[src/rtl/cac_pkg.sv]
package cac_pkg;
    localparam logic [63:0] CFG_RESET = 64'h0000_0000_0000_000E;
    localparam logic [63:0] CFG_WMASK = 64'h0000_0000_00FF_01EF;

    localparam int B_CACHE_EN  = 0;
    localparam int B_ALLOC_ALL = 1;
    localparam int B_ALLOC_DAT = 2;
    localparam int B_ALLOC_INS = 3;
    localparam int B_INVAL     = 4;
    localparam int B_WAIT_DMW  = 5;
    localparam int B_DIRTY_EV  = 6;
    localparam int B_PASS_IO   = 7;
    localparam int B_TAG_GATE  = 8;
    localparam int B_DLOCK_LO  = 16;
    localparam int B_ILOCK_LO  = 20;

    typedef enum logic [0:0] {
        ST_IDLE  = 1'b0,
        ST_INVAL = 1'b1
    } inval_state_e;
endpackage

[src/rtl/cac_cfg_reg.sv]
module cac_cfg_reg
    import cac_pkg::*;
#(
    parameter int                ADDR_W   = 16,
    parameter logic [ADDR_W-1:0] REG_ADDR = 16'h1920
) (
    input  logic              clk,
    input  logic              rst_n,
    input  logic              reg_wr,
    input  logic [ADDR_W-1:0] reg_addr,
    input  logic [63:0]       reg_wdata,
    output logic [63:0]       reg_rdata,
    output logic [63:0]       cfg,
    output logic              inval_pulse
);
    logic         hit;
    logic         inval_req;
    logic [63:0]  cfg_q;
    inval_state_e state_q, state_d;

    assign hit       = (reg_addr == REG_ADDR);
    assign inval_req = reg_wr && hit && reg_wdata[B_INVAL];

    always_ff @(posedge clk) begin
        if (!rst_n)
            cfg_q <= CFG_RESET;
        else if (reg_wr && hit)
            cfg_q <= reg_wdata & CFG_WMASK;
    end

    // State register
    always_ff @(posedge clk) begin
        if (!rst_n)
            state_q <= ST_IDLE;
        else
            state_q <= state_d;
    end

    // Next state and outputs
    always_comb begin
        state_d     = state_q;
        inval_pulse = 1'b0;
        unique case (state_q)
            ST_IDLE: begin
                if (inval_req)
                    state_d = ST_INVAL;   // idle_to_inval
            end
            ST_INVAL: begin
                inval_pulse = 1'b1;
                if (inval_req)
                    state_d = ST_INVAL;   // inval_rearm
                else
                    state_d = ST_IDLE;    // inval_to_idle
            end
            default: state_d = ST_IDLE;
        endcase
    end

    assign cfg       = cfg_q;
    assign reg_rdata = hit ? cfg_q : 64'd0;
endmodule

[src/rtl/cac_victim_sel.sv]
module cac_victim_sel #(
    parameter int WAYS  = 4,
    parameter int PTR_W = $clog2(WAYS)
) (
    input  logic [WAYS-1:0]  lock,
    input  logic [PTR_W-1:0] ptr,
    output logic [WAYS-1:0]  victim,
    output logic             any_free
);
    logic [WAYS-1:0] free_rot;
    logic [WAYS-1:0] pick_rot;

    // Rotate the free-way vector so that the pointer's way sits at index 0
    for (genvar k = 0; k < WAYS; k++) begin : g_rot
        assign free_rot[k] = ~lock[(k + int'(ptr)) % WAYS];
    end

    // Lowest set bit of the rotated vector
    assign pick_rot = free_rot & (~free_rot + 1'b1);

    // Rotate back to way numbering
    for (genvar w = 0; w < WAYS; w++) begin : g_unrot
        assign victim[w] = pick_rot[(w - int'(ptr) + WAYS) % WAYS];
    end

    assign any_free = |free_rot;
endmodule

[src/rtl/cac_alloc_dec.sv]
module cac_alloc_dec
    import cac_pkg::*;
#(
    parameter int WAYS  = 4,
    parameter int PTR_W = $clog2(WAYS)
) (
    input  logic            clk,
    input  logic            rst_n,
    input  logic [63:0]     cfg,
    input  logic            miss_valid,
    input  logic            miss_instr,
    input  logic            miss_io,
    output logic            miss_alloc,
    output logic            miss_bypass,
    output logic [WAYS-1:0] victim_way,
    output logic            redirect_en
);
    logic [PTR_W-1:0] ptr_q;
    logic [WAYS-1:0]  lock;
    logic [WAYS-1:0]  cand;
    logic             any_free;
    logic             src_en;
    logic             passed;

    assign lock   = miss_instr ? cfg[B_ILOCK_LO +: WAYS] : cfg[B_DLOCK_LO +: WAYS];
    assign src_en = miss_instr ? cfg[B_ALLOC_INS] : cfg[B_ALLOC_DAT];
    assign passed = miss_io && cfg[B_PASS_IO];

    cac_victim_sel #(.WAYS(WAYS), .PTR_W(PTR_W)) u_sel (
        .lock     (lock),
        .ptr      (ptr_q),
        .victim   (cand),
        .any_free (any_free)
    );

    assign miss_alloc  = miss_valid && cfg[B_CACHE_EN] && cfg[B_ALLOC_ALL]
                         && src_en && !passed && any_free;
    assign miss_bypass = miss_valid && !miss_alloc;
    assign victim_way  = miss_alloc ? cand : '0;
    assign redirect_en = miss_valid && cfg[B_CACHE_EN] && !passed;

    always_ff @(posedge clk) begin
        if (!rst_n)
            ptr_q <= '0;
        else if (miss_alloc)
            ptr_q <= ptr_q + 1'b1;
    end
endmodule

[src/rtl/cache_alloc_ctrl.sv]
module cache_alloc_ctrl
    import cac_pkg::*;
#(
    parameter int                ADDR_W   = 16,
    parameter logic [ADDR_W-1:0] REG_ADDR = 16'h1920,
    parameter int                WAYS     = 4
) (
    input  logic              clk,
    input  logic              rst_n,
    input  logic              reg_wr,
    input  logic [ADDR_W-1:0] reg_addr,
    input  logic [63:0]       reg_wdata,
    output logic [63:0]       reg_rdata,
    input  logic              miss_valid,
    input  logic              miss_instr,
    input  logic              miss_io,
    output logic              miss_alloc,
    output logic              miss_bypass,
    output logic [WAYS-1:0]   victim_way,
    output logic              redirect_en,
    output logic              inval_pulse,
    output logic              force_dirty_evict,
    output logic              wait_dm_writes,
    output logic              tag_clk_gate_en
);
    localparam int PTR_W = $clog2(WAYS);

    logic [63:0] cfg;

    cac_cfg_reg #(.ADDR_W(ADDR_W), .REG_ADDR(REG_ADDR)) u_reg (
        .clk         (clk),
        .rst_n       (rst_n),
        .reg_wr      (reg_wr),
        .reg_addr    (reg_addr),
        .reg_wdata   (reg_wdata),
        .reg_rdata   (reg_rdata),
        .cfg         (cfg),
        .inval_pulse (inval_pulse)
    );

    cac_alloc_dec #(.WAYS(WAYS), .PTR_W(PTR_W)) u_dec (
        .clk         (clk),
        .rst_n       (rst_n),
        .cfg         (cfg),
        .miss_valid  (miss_valid),
        .miss_instr  (miss_instr),
        .miss_io     (miss_io),
        .miss_alloc  (miss_alloc),
        .miss_bypass (miss_bypass),
        .victim_way  (victim_way),
        .redirect_en (redirect_en)
    );

    assign force_dirty_evict = cfg[B_DIRTY_EV];
    assign wait_dm_writes    = cfg[B_WAIT_DMW];
    assign tag_clk_gate_en   = cfg[B_TAG_GATE];
endmodule

[config.mk]
export PLATFORM = sky130hd
export DESIGN_NAME = cache_alloc_ctrl
export DESIGN_NICKNAME = d
export VERILOG_FILES = /design/src/rtl/cac_pkg.sv /design/src/rtl/cac_cfg_reg.sv /design/src/rtl/cac_victim_sel.sv /design/src/rtl/cac_alloc_dec.sv /design/src/rtl/cache_alloc_ctrl.sv
export SDC_FILE = /design/constraint.sdc
export NUM_CORES = 1
export LEC_CHECK = 0
export BUFFER_PORTS_ARGS = -buffer_cell sky130_fd_sc_hd__clkbuf_2
export CORE_MARGIN = 4
export CORE_UTILIZATION = 39
export CTS_BUF_LIST = sky130_fd_sc_hd__clkbuf_8
export DETAILED_ROUTE_END_ITERATION = 12
export PLACE_DENSITY = 0.95
export SYNTH_ARGS = -nofsm -noshare
export SYNTH_HDL_FRONTEND = slang
export SYNTH_SLANG_ARGS = --single-unit
[constraint.sdc]
create_clock -name clk -period 1.8 [get_ports clk]
set_input_delay 0.09 -clock clk [delete_from_list [all_inputs] [get_ports clk]]
set_output_delay 0.09 -clock clk [all_outputs]
set_load 0.01 [all_outputs]
======== Word-level counts from Yosys, hierarchy flattened ========
Index checks and enable logic that the tools add are counted.
storage, ports and cells
  flip-flop bits (word level) ............. 19
  input port bits ......................... 86
  output and inout bits ................... 75
  word-level logic and storage cells ...... 87
operators by class
  $add $sub $neg .......................... 13
  $lt $le $gt $ge ......................... 8
  equality and inequality tests ........... 1
  multiplexer cells ....................... 29
  bitwise logic cells ..................... 13
  reductions and logical operators ........ 20
operators by type and width
  operator              count
  $lt 3x4->1 const B    7
  $mux 24               1
  $add 3x4->5 const B   4
  $mux 1                18
  $bmux 1 s2            8
  $eq 16x13->1 const B  1
  $reduce_or 2->1       7
  $logic_and 1x1->1     10
  $mux 4                2
  $sub 1x2->3 const A   2
  $sub 2x2->3 const A   2
  $add 2x2->2 const A   2
  $add 4x1->4 const B   1
  $and 1x1->1           4
  $and 4x4->4           1
  $not 1->1             4
  $not 4->4             1
  $reduce_or 4->1       1
  $and 1x1->1 const A   3
  $lt 2x3->1 const B    1
  $add 1x2->2 const A   1
  $add 2x1->2 const B   1
  $logic_not 1->1       2

======== Longest topological paths before layout ========
Gate-level depths: netlist of the first run.
  word-level depth ........................ 14
  mapped depth ............................ 6
  gate-level depth less buffers ........... 5

======== Cells and area by module ========
Synthesis of the first run repeated with hierarchy kept, for this count alone.
unflattened totals
  cells, all modules ...................... 233
  area total of the unflattened synthesis .. 1864.3 um^2
modules (own cells, without submodules)
  module          instances  cells each  area an instance (um^2)  sequential area each (um^2)
  cac_cfg_reg     1          192         1550.2                   340.3
  cac_alloc_dec   1          24          220.2                    40.0
  cac_victim_sel  1          17          93.8                     0.0

======== Least setup slack after synthesis of the first run ========
No wires, ideal clock.
  kind .................................... reg-to-output
  start point ............................. register u_reg.cfg_q[0] (netlist: u_reg.cfg[0])
  end point ............................... output port victim_way[1]
  data arrival time ....................... 1.235 ns
  required time ........................... 1.710 ns
  path slack .............................. 0.475 ns
  cell stages (with the launch flop) ...... 5
  cell sequence ........................... dfxtp_1 nand2_1 a211oi_2 nand3_1 nor4_1
between the ends
  cells in the longest elaborated chain, start to end .. 6
RTL lines
  element                         line                    RTL
  from (decl)                     cac_cfg_reg.sv:18       logic [63:0] cfg_q;
  from (signal assigned)          cac_cfg_reg.sv:28       cfg_q <= reg_wdata & CFG_WMASK;
  $logic_and 1x1->1 (2 in a row)  cac_alloc_dec.sv:36     assign miss_alloc = miss_valid && cfg[B_CACHE_EN] && cfg[B_ALLOC_ALL]
  $logic_and 1x1->1 (3 in a row)  cac_alloc_dec.sv:37     && src_en && !passed && any_free;
  $mux 4                          cac_alloc_dec.sv:39     assign victim_way = miss_alloc ? cand : '0;
  to (decl)                       cache_alloc_ctrl.sv:19  output logic [WAYS-1:0] victim_way,
Every way passes these cells.

======== Worst setup path after layout of the first run ========
Ends and elaborated chain as after synthesis.

==> flow_summary_export.csv, run 1 <==
group,metric,value,unit
setup_path,path_delay_family,"simple AND/OR/NAND/NOR gates",
floorplanning,start_util,41.4,%
setup_path,cpPeakStageDelay,0.35,ns
hold_path,min_to,"u_reg.cfg[20]",
route,first_pass_iters,4,
floorplanning,die_h,71.1,um
logic_synthesis,synth.yosys.seq_area_share,24.5,%
logic_synthesis,synth.distinct_cells,35,
sta,finClkSkew,0.00328,ns
flow_run,maxCapViolations,0,
setup_path,path_buf_inv,1,
global_routing,grt_pass1_vias,1213,
floorplanning,boundaryPins,161,
route,drc,0,
hold_path,whs_path_depth,3,
logic_synthesis,ys_ff_latch,19,
cts,clkTransAtPathRegs,0.07,ns
logic_synthesis,synth_top_family_by_area,"buffers and inverters",
place,placed_area,0.00170,mm^2
cts,numCtsBuffers,3,
cells_and_area,nNetsFinal,343,
route,ant_nets,0,
power,p_per_area,472,mW/mm^2
sta,clock.fmax,0.569,GHz
sta,rsz0062_at_grt,"true",
place,dp.final_hpwl,2820,um
logic_synthesis,synthMuxAreaShare,13.9,%
sta,finalSetupViolations,0,
route,met2WireLength,1740,um
place,place_ws,0.240,ns
logic_synthesis,synth-compound-area-share,7.18,%
sta,worst_slack,0.0410,ns
hold_path,hold_start,"reg_wdata[20]",
logic_synthesis,avgSynthCellArea,7.92,um^2
route,dr_wl_met3,299,um
cts,ctsRootBufferMaster,"clkbuf_8",
cts,clk_latency,0.25,ns
sta,hold_viol_final,0,
cts,htree_levels,1,
route,drtIter0Drc,50,
floorplanning,die_w,71.1,um
sta,setup_tns,0,ns
cts,clockBufferDepth,2,
logic_synthesis,synthXorXnorAreaFrac,0,%
cells_and_area,final.fill_count,391,
global_routing,grt_pass1_wl,5650,um
setup_path,worstSetupEndpointType,"primary output",
sta,maxSlewViolCount,0,
sta,min_period,1.76,ns
setup_path,crit_type,"reg2out",
floorplanning,die_area,0.00505,mm^2
sta,hold-worst-slack,0.0543,ns
global_routing,grtUsageTotal,13.6,%
status,status,"finished clean",
global_routing,grt_max_degree,35,
place,port_buffers,65,
cells_and_area,area_delta_synth_final,13.5,%
cells_and_area,fin_util,47.1,%
place,gp_congestion,0.745,
setup_path,cp_max_fo,5,
setup_path,critical_path_arrival,1.67,ns
floorplanning,rows,22,
global_routing,antenna_found_initial,0,
cells_and_area,diodes,0,
power,ir_worst_vdd,0.276,mV
cts,cts.sinks,19,
logic_synthesis,synth.cell_area,0.00155,mm^2
route,vias_per_cell,4.52,
sta,fin_crit_sh,97.7,%
setup_path,r2r_setup_slack,0.47,ns
logic_synthesis,synth_simple_gate_area_share,25.2,%
route,wl_met1,1460,um
cells_and_area,final_cell_area,0.00176,mm^2
setup_path,crit_required,1.71,ns
route,vias,1375,
setup_path,crit_path_top_delay_cell,"dfxtp_1",
sta,tightest_slew,0.627,ns
route,wl,3530,um
power,total_leakage_power,0.913,nW
cts,hold_buffers,0,
route,detail_route.wl_per_cell,11.6,um
route,top_layer,"met4",
setup_path,reg2reg_from,"u_reg.cfg[22]",
cts,cts_tree,"built",
logic_synthesis,yosys_warnings,0,
floorplanning,core,0.00374,mm^2
setup_path,r2r_end,"u_dec.ptr_q[0]",
logic_synthesis,synth_cells,196,
setup_path,reg2regPathDepth,5,
setup_path,startpoint_type,"flop",
setup_path,crit_chain,"nand2_1 -> a211oi_2 -> nand3_2 -> nor4_1 -> clkbuf_2",
hold_path,min_path_type,"in2reg",
logic_synthesis,synthAdderAreaFrac,0,%
global_routing,overflow,0,
cells_and_area,drive_gt1_share,31.6,%
sta,max_slew_margin,58.2,%
-- kinds of logic after synthesis --
kind of cell           count (synthesis)
buffers and inverters                 64
AOI/OAI and AO/OA                     16
muxes                                 21
DFF                                   19
other                                  1
and+or+nand+nor                       75
-- worst min-delay path: cells and delay by family --
family	cells	cell delay, ns
simple gates	1	0.04
buf+inv	1	0.08
mux	1	0.06
-- cells in the final DEF (no fill, tap or decap), drive strengths merged, types with 2 or more instances in the layout --
cell type | netlist | layout
inv | 6 | 7
mux2 | 4 | 4
nor4b | 2 | 2
mux2i | 17 | 17
nor3 | 2 | 2
nand4 | 3 | 3
conb | 1 | 48
and3 | 2 | 2
nor4 | 3 | 3
and2 | 18 | 18
clkbuf | 6 | 68
dfxtp | 19 | 19
o21ai | 3 | 3
nand2 | 33 | 33
o211ai | 3 | 3
buf | 52 | 2
a21oi | 4 | 4
nand3 | 5 | 5
-- cell usage after synthesis, drive strengths merged --
| master | instances | area share [%] |
|---|---|---|
| buf | 52 | 26 |
| nand2 | 33 | 8.0 |
| dfxtp | 19 | 25 |
| and2 | 18 | 7.3 |
| mux2i | 17 | 11 |
| clkbuf | 6 | 1.5 |
| inv | 6 | 1.5 |
| nand3 | 5 | 1.6 |
| a21oi | 4 | 1.3 |
| mux2 | 4 | 2.9 |
| nand4 | 3 | 1.2 |
| nor4 | 3 | 1.2 |
| o211ai | 3 | 1.5 |
| o21ai | 3 | 0.97 |
| and3 | 2 | 0.81 |
| nor3 | 2 | 0.65 |
| nor4b | 2 | 1.1 |
| a211o | 1 | 0.56 |
| a211oi | 1 | 0.81 |
| a2bb2oi | 1 | 0.56 |
| a31oi | 1 | 0.40 |
| and3b | 1 | 0.56 |
| and4 | 1 | 0.56 |
| conb | 1 | 0.24 |
| nand2b | 1 | 0.40 |
| nor2 | 1 | 0.24 |
| nor2b | 1 | 0.40 |
| nor3b | 1 | 0.48 |
| nor4bb | 1 | 0.65 |
| o211a | 1 | 0.65 |
| o21a | 1 | 0.48 |
-- power breakdown --
group          switching, mW  internal [mW]
clock                  0.142          0.151
combinational         0.0793         0.0389
sequential        0.00000395          0.420
-- worst max-delay path by stage --
| stage | start | end | slack (ns) | depth (start not counted) |
|---|---|---|---|---|
| after floorplan | u_reg.cfg[0] | victim_way[1] | 0.48 | 4 |
| after global placement | miss_instr | victim_way[3] | 0.26 | 6 |
| after detailed placement | miss_instr | victim_way[3] | 0.24 | 6 |
| after CTS | u_reg.cfg[0] | victim_way[1] | 0.003 | 5 |
| after global routing | u_reg.cfg[0] | victim_way[1] | -0.008 | 5 |
| final | u_reg.cfg[0] | victim_way[1] | 0.04 | 5 |
-- timing repair --
action	CTS	global route
endpoints found under the setup margin	1	3
setup buffers	0	0
gates resized for setup	1	5
-- per-stage QoR --
step,cells,power (mW)
floorplan,243,0.578
global placement,300,0.543
CTS,304,0.839
detailed placement,300,0.545
global route,304,0.875
finish,304,0.832
-- area by class of cell --
class                           count  area, um^2  area share [%]
Clock buffer                        3        41.3            2.34
Tap cell                           48        60.1            3.41
Multi-Input combinational cell    160         908            51.6
Clock inverter                      1        3.75           0.213
Inverter                            6        22.5            1.28
Sequential cell                    19         385            21.9
Timing Repair Buffer               67         340            19.3
-- registers in the layout, indices dropped and copies added (netlist names) --
| register | cells |
|---|---|
| u_dec.ptr_q | 2 |
| u_reg.cfg | 16 |
| u_reg.state_q | 1 |
-- metal layers --
| metal | vias to the layer above | GRT usage, % |
|---|---|---|
| li1 | 675 | - |
| met1 | 636 | 16.7 |
| met2 | 60 | 23.6 |
| met3 | 4 | 3.84 |
| met4 | 0 | 3.13 |
| met5 | - | 0 |
Power figures use the tool's default switching activity.
==> run 2: changes to the inputs <==
--- a/config.mk
+++ b/config.mk
@@ -6,6 +6,7 @@
 export NUM_CORES = 1
 export LEC_CHECK = 0
 export BUFFER_PORTS_ARGS = -buffer_cell sky130_fd_sc_hd__clkbuf_2
+export CORE_ASPECT_RATIO = 0.8
 export CORE_MARGIN = 4
 export CORE_UTILIZATION = 39
 export CTS_BUF_LIST = sky130_fd_sc_hd__clkbuf_8
==> flow_summary_export.csv, run 2 (synthesis gave the netlist of run 1 again) <==
group,metric,value,unit
cts,cts_tree,"built",
setup_path,cp_max_fo,6,
cells_and_area,area_delta_synth_final,17.5,%
setup_path,cpPeakStageDelay,0.41,ns
sta,max_slew_margin,59.2,%
cells_and_area,largest_reg_flops,16,
place,dp.final_hpwl,3030,um
global_routing,antenna_found_initial,0,
cts,hold_buffers,0,
sta,rsz0062_at_grt,"false",
power,ir_worst_vdd,0.250,mV
setup_path,crit_required,1.71,ns
global_routing,grt_pass1_wl,5840,um
cts,htree_levels,1,
route,ant_nets,0,
place,gp_congestion,0.863,
cts,ctsRootBufferMaster,"clkbuf_8",
route,met2WireLength,1910,um
cts,numCtsBuffers,3,
sta,hold_viol_final,0,
setup_path,r2r_end,"u_dec.ptr_q[0]",
sta,setup_tns,0,ns
setup_path,path_buf_inv,2,
place,dpl.cell_count,307,
setup_path,reg2regPathDepth,5,
cells_and_area,layout_commonest_cell,"clkbuf_2",
cts,clockBufferDepth,2,
power,p_per_area,456,mW/mm^2
hold_path,whs_path_depth,3,
floorplanning,core,0.00380,mm^2
setup_path,path_delay_family,"flip-flops",
route,vias_per_cell,4.39,
sta,tightest_slew,0.612,ns
floorplanning,die_area,0.00506,mm^2
setup_path,crit_path_top_delay_cell,"dfxtp_1",
setup_path,critical_path_arrival,1.61,ns
setup_path,worstSetupEndpointType,"primary output",
place,port_buffers,65,
route,top_layer,"met4",
cts,clkTransAtPathRegs,0.07,ns
setup_path,crit_chain,"nand4_1 -> mux2_2 -> nand3_2 -> buf_4 -> and2_1 -> clkbuf_2",
cells_and_area,nNetsFinal,344,
floorplanning,die_h,64.4,um
hold_path,min_path_type,"in2reg",
setup_path,worst-path-stages,6,
hold_path,min_to,"u_reg.cfg[20]",
cts,cts.sinks,19,
route,drtIter0Drc,21,
route,wl,3810,um
power,total_leakage_power,0.923,nW
sta,clock.fmax,0.588,GHz
sta,min_period,1.70,ns
global_routing,overflow,0,
setup_path,crit_type,"reg2out",
route,drc,0,
sta,finalSetupViolations,0,
cells_and_area,final_cell_count_no_fill,312,
route,detail_route.wl_per_cell,12.2,um
route,first_pass_iters,4,
route,dr_wl_met3,366,um
floorplanning,boundaryPins,161,
hold_path,hold_start,"reg_wdata[20]",
flow_run,maxCapViolations,0,
floorplanning,die_w,78.5,um
setup_path,reg2reg_from,"u_reg.cfg[16]",
floorplanning,rows,20,
cells_and_area,drive_gt1_share,35.0,%
global_routing,grt_max_degree,35,
global_routing,grt_pass1_vias,1284,
cts,clk_latency,0.25,ns
sta,fin_crit_sh,94.5,%
cells_and_area,diodes,0,
cells_and_area,most-common-layout-cells,"clkbuf_2, conb_1, nand2_1",
global_routing,grtUsageTotal,14.2,%
sta,maxSlewViolCount,0,
setup_path,r2r_setup_slack,0.49,ns
route,vias,1369,
cells_and_area,fin_util,47.9,%
status,status,"finished clean",
route,wl_met1,1480,um
floorplanning,start_util,40.8,%
setup_path,startpoint_type,"flop",
sta,finClkSkew,0.00265,ns
-- run 2: cell count changes in the layout (fill, tap and decap cells not counted), sizes merged --
cell,delta
clkbuf,-2
buf,+3
-- run 2: metal layers --
metal  GRT usage (%)  vias up
met5               0        -
met4            5.02        0
met3            4.86        4
met2            25.5       70
met1            15.5      621
li1                -      674
-- run 2: worst max path at each step --
stage	from	endpoint	slack [ns]
4_1_cts	u_reg.cfg[3]	victim_way[3]	0.01
3_3_place_gp	miss_instr	victim_way[3]	0.23
5_1_grt	u_reg.cfg[16]	miss_bypass	0.0008
2_1_floorplan	u_reg.cfg[0]	victim_way[1]	0.48
6_report	u_reg.cfg[16]	miss_bypass	0.1
3_5_place_dp	miss_instr	victim_way[3]	0.17
-- run 2: final cells by class --
class	instances	area [um^2]
fill	388	1980
multi-input combinational	160	933
sequential	19	393
timing repair buffer	68	360
tap	55	68.8
clock buffer	3	41.3
inverter	6	22.5
clock inverter	1	3.75
-- run 2: report_power, final --
group	internal, mW	leakage, nW	switching, mW
combinational	0.0390	0.740	0.0813
sequential	0.420	0.156	0.00000410
clock	0.152	0.0269	0.139
-- run 2: repair_timing --
item,4_1_cts,5_1_grt
setup buffers,1,0
gates resized for setup,4,14
pin swaps,2,4
endpoints found under the setup margin,2,5
-- run 2: worst reg2reg max path, stage by stage (launching register included) --
cell and delay [ns]:
dfxtp_1 0.41, nand4_1 0.10, mux2_2 0.31, nand3_2 0.16, inv_1 0.10, mux2i_1 0.12
-- run 2: metrics by stage --
| stage | total power, mW | setup slack (ns) | area, um^2 | hold slack (ns) |
|---|---|---|---|---|
| CTS | 0.837 | 0.0106 | 1800 | 0.0501 |
| global route | 0.874 | 0.000756 | 1820 | 0.0512 |
| finish | 0.831 | 0.0982 | 1820 | 0.0519 |
| global placement | 0.544 | 0.225 | 1720 | 0.319 |
| detailed placement | 0.546 | 0.166 | 1720 | 0.324 |
| floorplan | 0.578 | 0.475 | 1730 | 0.232 |
==> run 3: changes to the inputs <==
--- a/config.mk
+++ b/config.mk
@@ -8,10 +8,10 @@
 export BUFFER_PORTS_ARGS = -buffer_cell sky130_fd_sc_hd__clkbuf_2
 export CORE_ASPECT_RATIO = 0.8
 export CORE_MARGIN = 4
-export CORE_UTILIZATION = 39
+export CORE_UTILIZATION = 36
 export CTS_BUF_LIST = sky130_fd_sc_hd__clkbuf_8
 export DETAILED_ROUTE_END_ITERATION = 12
-export PLACE_DENSITY = 0.95
+export PLACE_DENSITY = 0.89
 export SYNTH_ARGS = -nofsm -noshare
 export SYNTH_HDL_FRONTEND = slang
 export SYNTH_SLANG_ARGS = --single-unit
==> constraint.sdc (replaced) <==
create_clock -name clk -period 1.9 [get_ports clk]
set_input_delay 0.095 -clock clk [delete_from_list [all_inputs] [get_ports clk]]
set_output_delay 0.095 -clock clk [all_outputs]
set_load 0.01 [all_outputs]
==> flow_summary_export.csv, run 3 (synthesis gave the netlist of run 1 again) <==
group,metric,value,unit
cts,clkTransAtPathRegs,0.07,ns
floorplanning,die_w,81.4,um
route,top_layer,"met4",
power,ir_worst_vdd,0.244,mV
status,status,"finished clean",
sta,maxSlewViolCount,0,
sta,clock.fmax,0.570,GHz
route,detail_route.wl_per_cell,11.4,um
hold_path,min_path_type,"in2reg",
global_routing,overflow,0,
cells_and_area,seqCellArea,380,um^2
global_routing,grt_max_degree,35,
cts,clk_latency,0.25,ns
setup_path,worstSetupEndpointType,"primary output",
sta,setup_tns,0,ns
sta,tightest_slew,0.636,ns
sta,hold_viol_final,0,
setup_path,cp_max_fo,6,
place,gp_congestion,0.854,
cells_and_area,layout_commonest_cell,"clkbuf_2",
global_routing,antenna_found_initial,0,
place,place_ws,0.267,ns
power,p_per_area,439,mW/mm^2
floorplanning,start_util,37.1,%
cells_and_area,diodes,0,
route,drc,0,
sta,rsz0062_at_grt,"false",
power,total_leakage_power,0.915,nW
cells_and_area,largest_reg_flops,16,
sta,min_period,1.75,ns
setup_path,r2r_setup_slack,0.52,ns
floorplanning,core,0.00418,mm^2
global_routing,grt_pass1_wl,5140,um
route,ant_nets,0,
place,port_buffers,65,
cells_and_area,nNetsFinal,344,
floorplanning,boundaryPins,161,
global_routing,grt_pass1_vias,1179,
place,dp.final_hpwl,2870,um
sta,fin_crit_sh,92.3,%
sta,finClkSkew,0.00424,ns
cts,htree_levels,1,
cells_and_area,drive_gt1_share,31.1,%
global_routing,grtUsageTotal,12.2,%
cells_and_area,final.fill_count,450,
setup_path,crit_type,"reg2out",
route,met2WireLength,1700,um
setup_path,crit_required,1.80,ns
cts,cts.sinks,19,
route,vias,1371,
sta,finalSetupViolations,0,
cts,clockBufferDepth,2,
route,drtIter0Drc,41,
cts,ctsRootBufferMaster,"clkbuf_8",
route,dr_wl_met3,438,um
route,first_pass_iters,4,
route,vias_per_cell,4.37,
route,wl,3590,um
cells_and_area,area_delta_synth_final,15.5,%
cells_and_area,multi_input_area,923,um^2
floorplanning,die_h,66.7,um
cts,numCtsBuffers,3,
sta,max_slew_margin,57.6,%
setup_path,critical_path_arrival,1.66,ns
route,wl_met1,1440,um
floorplanning,rows,21,
cells_and_area,most-common-layout-cells,"clkbuf_2, conb_1, nand2_1",
cts,cts_tree,"built",
setup_path,startpoint_type,"flop",
sta,worst_slack,0.145,ns
floorplanning,die_area,0.00543,mm^2
flow_run,maxCapViolations,0,
[run 3: changes by cell type in the layout (fill, tap and decap cells not counted), moves of 2 or more]
cell,change
dfxtp_1,+10
dfxtp_2,-10
clkbuf_2,+2
buf_2,-2
[run 3: final timing paths]
check / start / end / cells past startpoint
hold reg to reg: u_reg.cfg[8] / u_reg.cfg[8] / 2
setup / recovery: u_reg.cfg[23] / miss_bypass / 6
hold / removal: reg_wdata[8] / u_reg.cfg[8] / 3
setup reg to reg: u_reg.cfg[23] / u_dec.ptr_q[0] / 5
[run 3: timing repair]
| action | in CTS | in global routing |
|---|---|---|
| hold endpoints to repair | 0 | 0 |
| hold buffers | 0 | 0 |
| setup endpoints to repair | 0 | 2 |
| gates resized for setup | 0 | 4 |
| buffers inserted | 0 | 1 |
[run 3: power breakdown]
part           internal [mW]  switching (mW)  leakage (nW)  total [mW]
clock network          0.145           0.130        0.0255       0.276
registers              0.398      0.00000370         0.153       0.398
logic                 0.0369          0.0754         0.736       0.112
[run 3: final cells by class]
type	count	area share (%)
multi-input cells	160	51.5
flip-flops and latches	19	21.2
repair buffers	68	19.4
well taps	57	3.98
clock buffers	3	2.30
inverters	6	1.26
clock inverters	1	0.279
[run 3: per-layer routing]
metal	up-vias	global-route usage [%]
met5	-	0
li1	677	-
met4	0	1.27
met2	79	22.4
met1	613	14.0
met3	2	4.05
[run 3: metrics by stage]
step	utilization, %	hold WS [ns]	std cells	power [mW]	cell area [um^2]
after floorplan	-	0.237	243	0.548	1730
after global placement	41.0	0.321	309	0.515	1710
after detailed placement	41.0	0.326	309	0.517	1710
after CTS	42.1	0.0581	313	0.799	1760
after global routing	42.9	0.0564	314	0.833	1790
final	42.9	0.0608	314	0.786	1790
[run 3: critical path, cell delays in order (launching register included)]
cell      delay (ns)
dfxtp_1         0.43
nand4_1         0.13
mux2_2          0.32
nand3_2         0.16
buf_4           0.13
and2_1          0.11
clkbuf_2        0.12
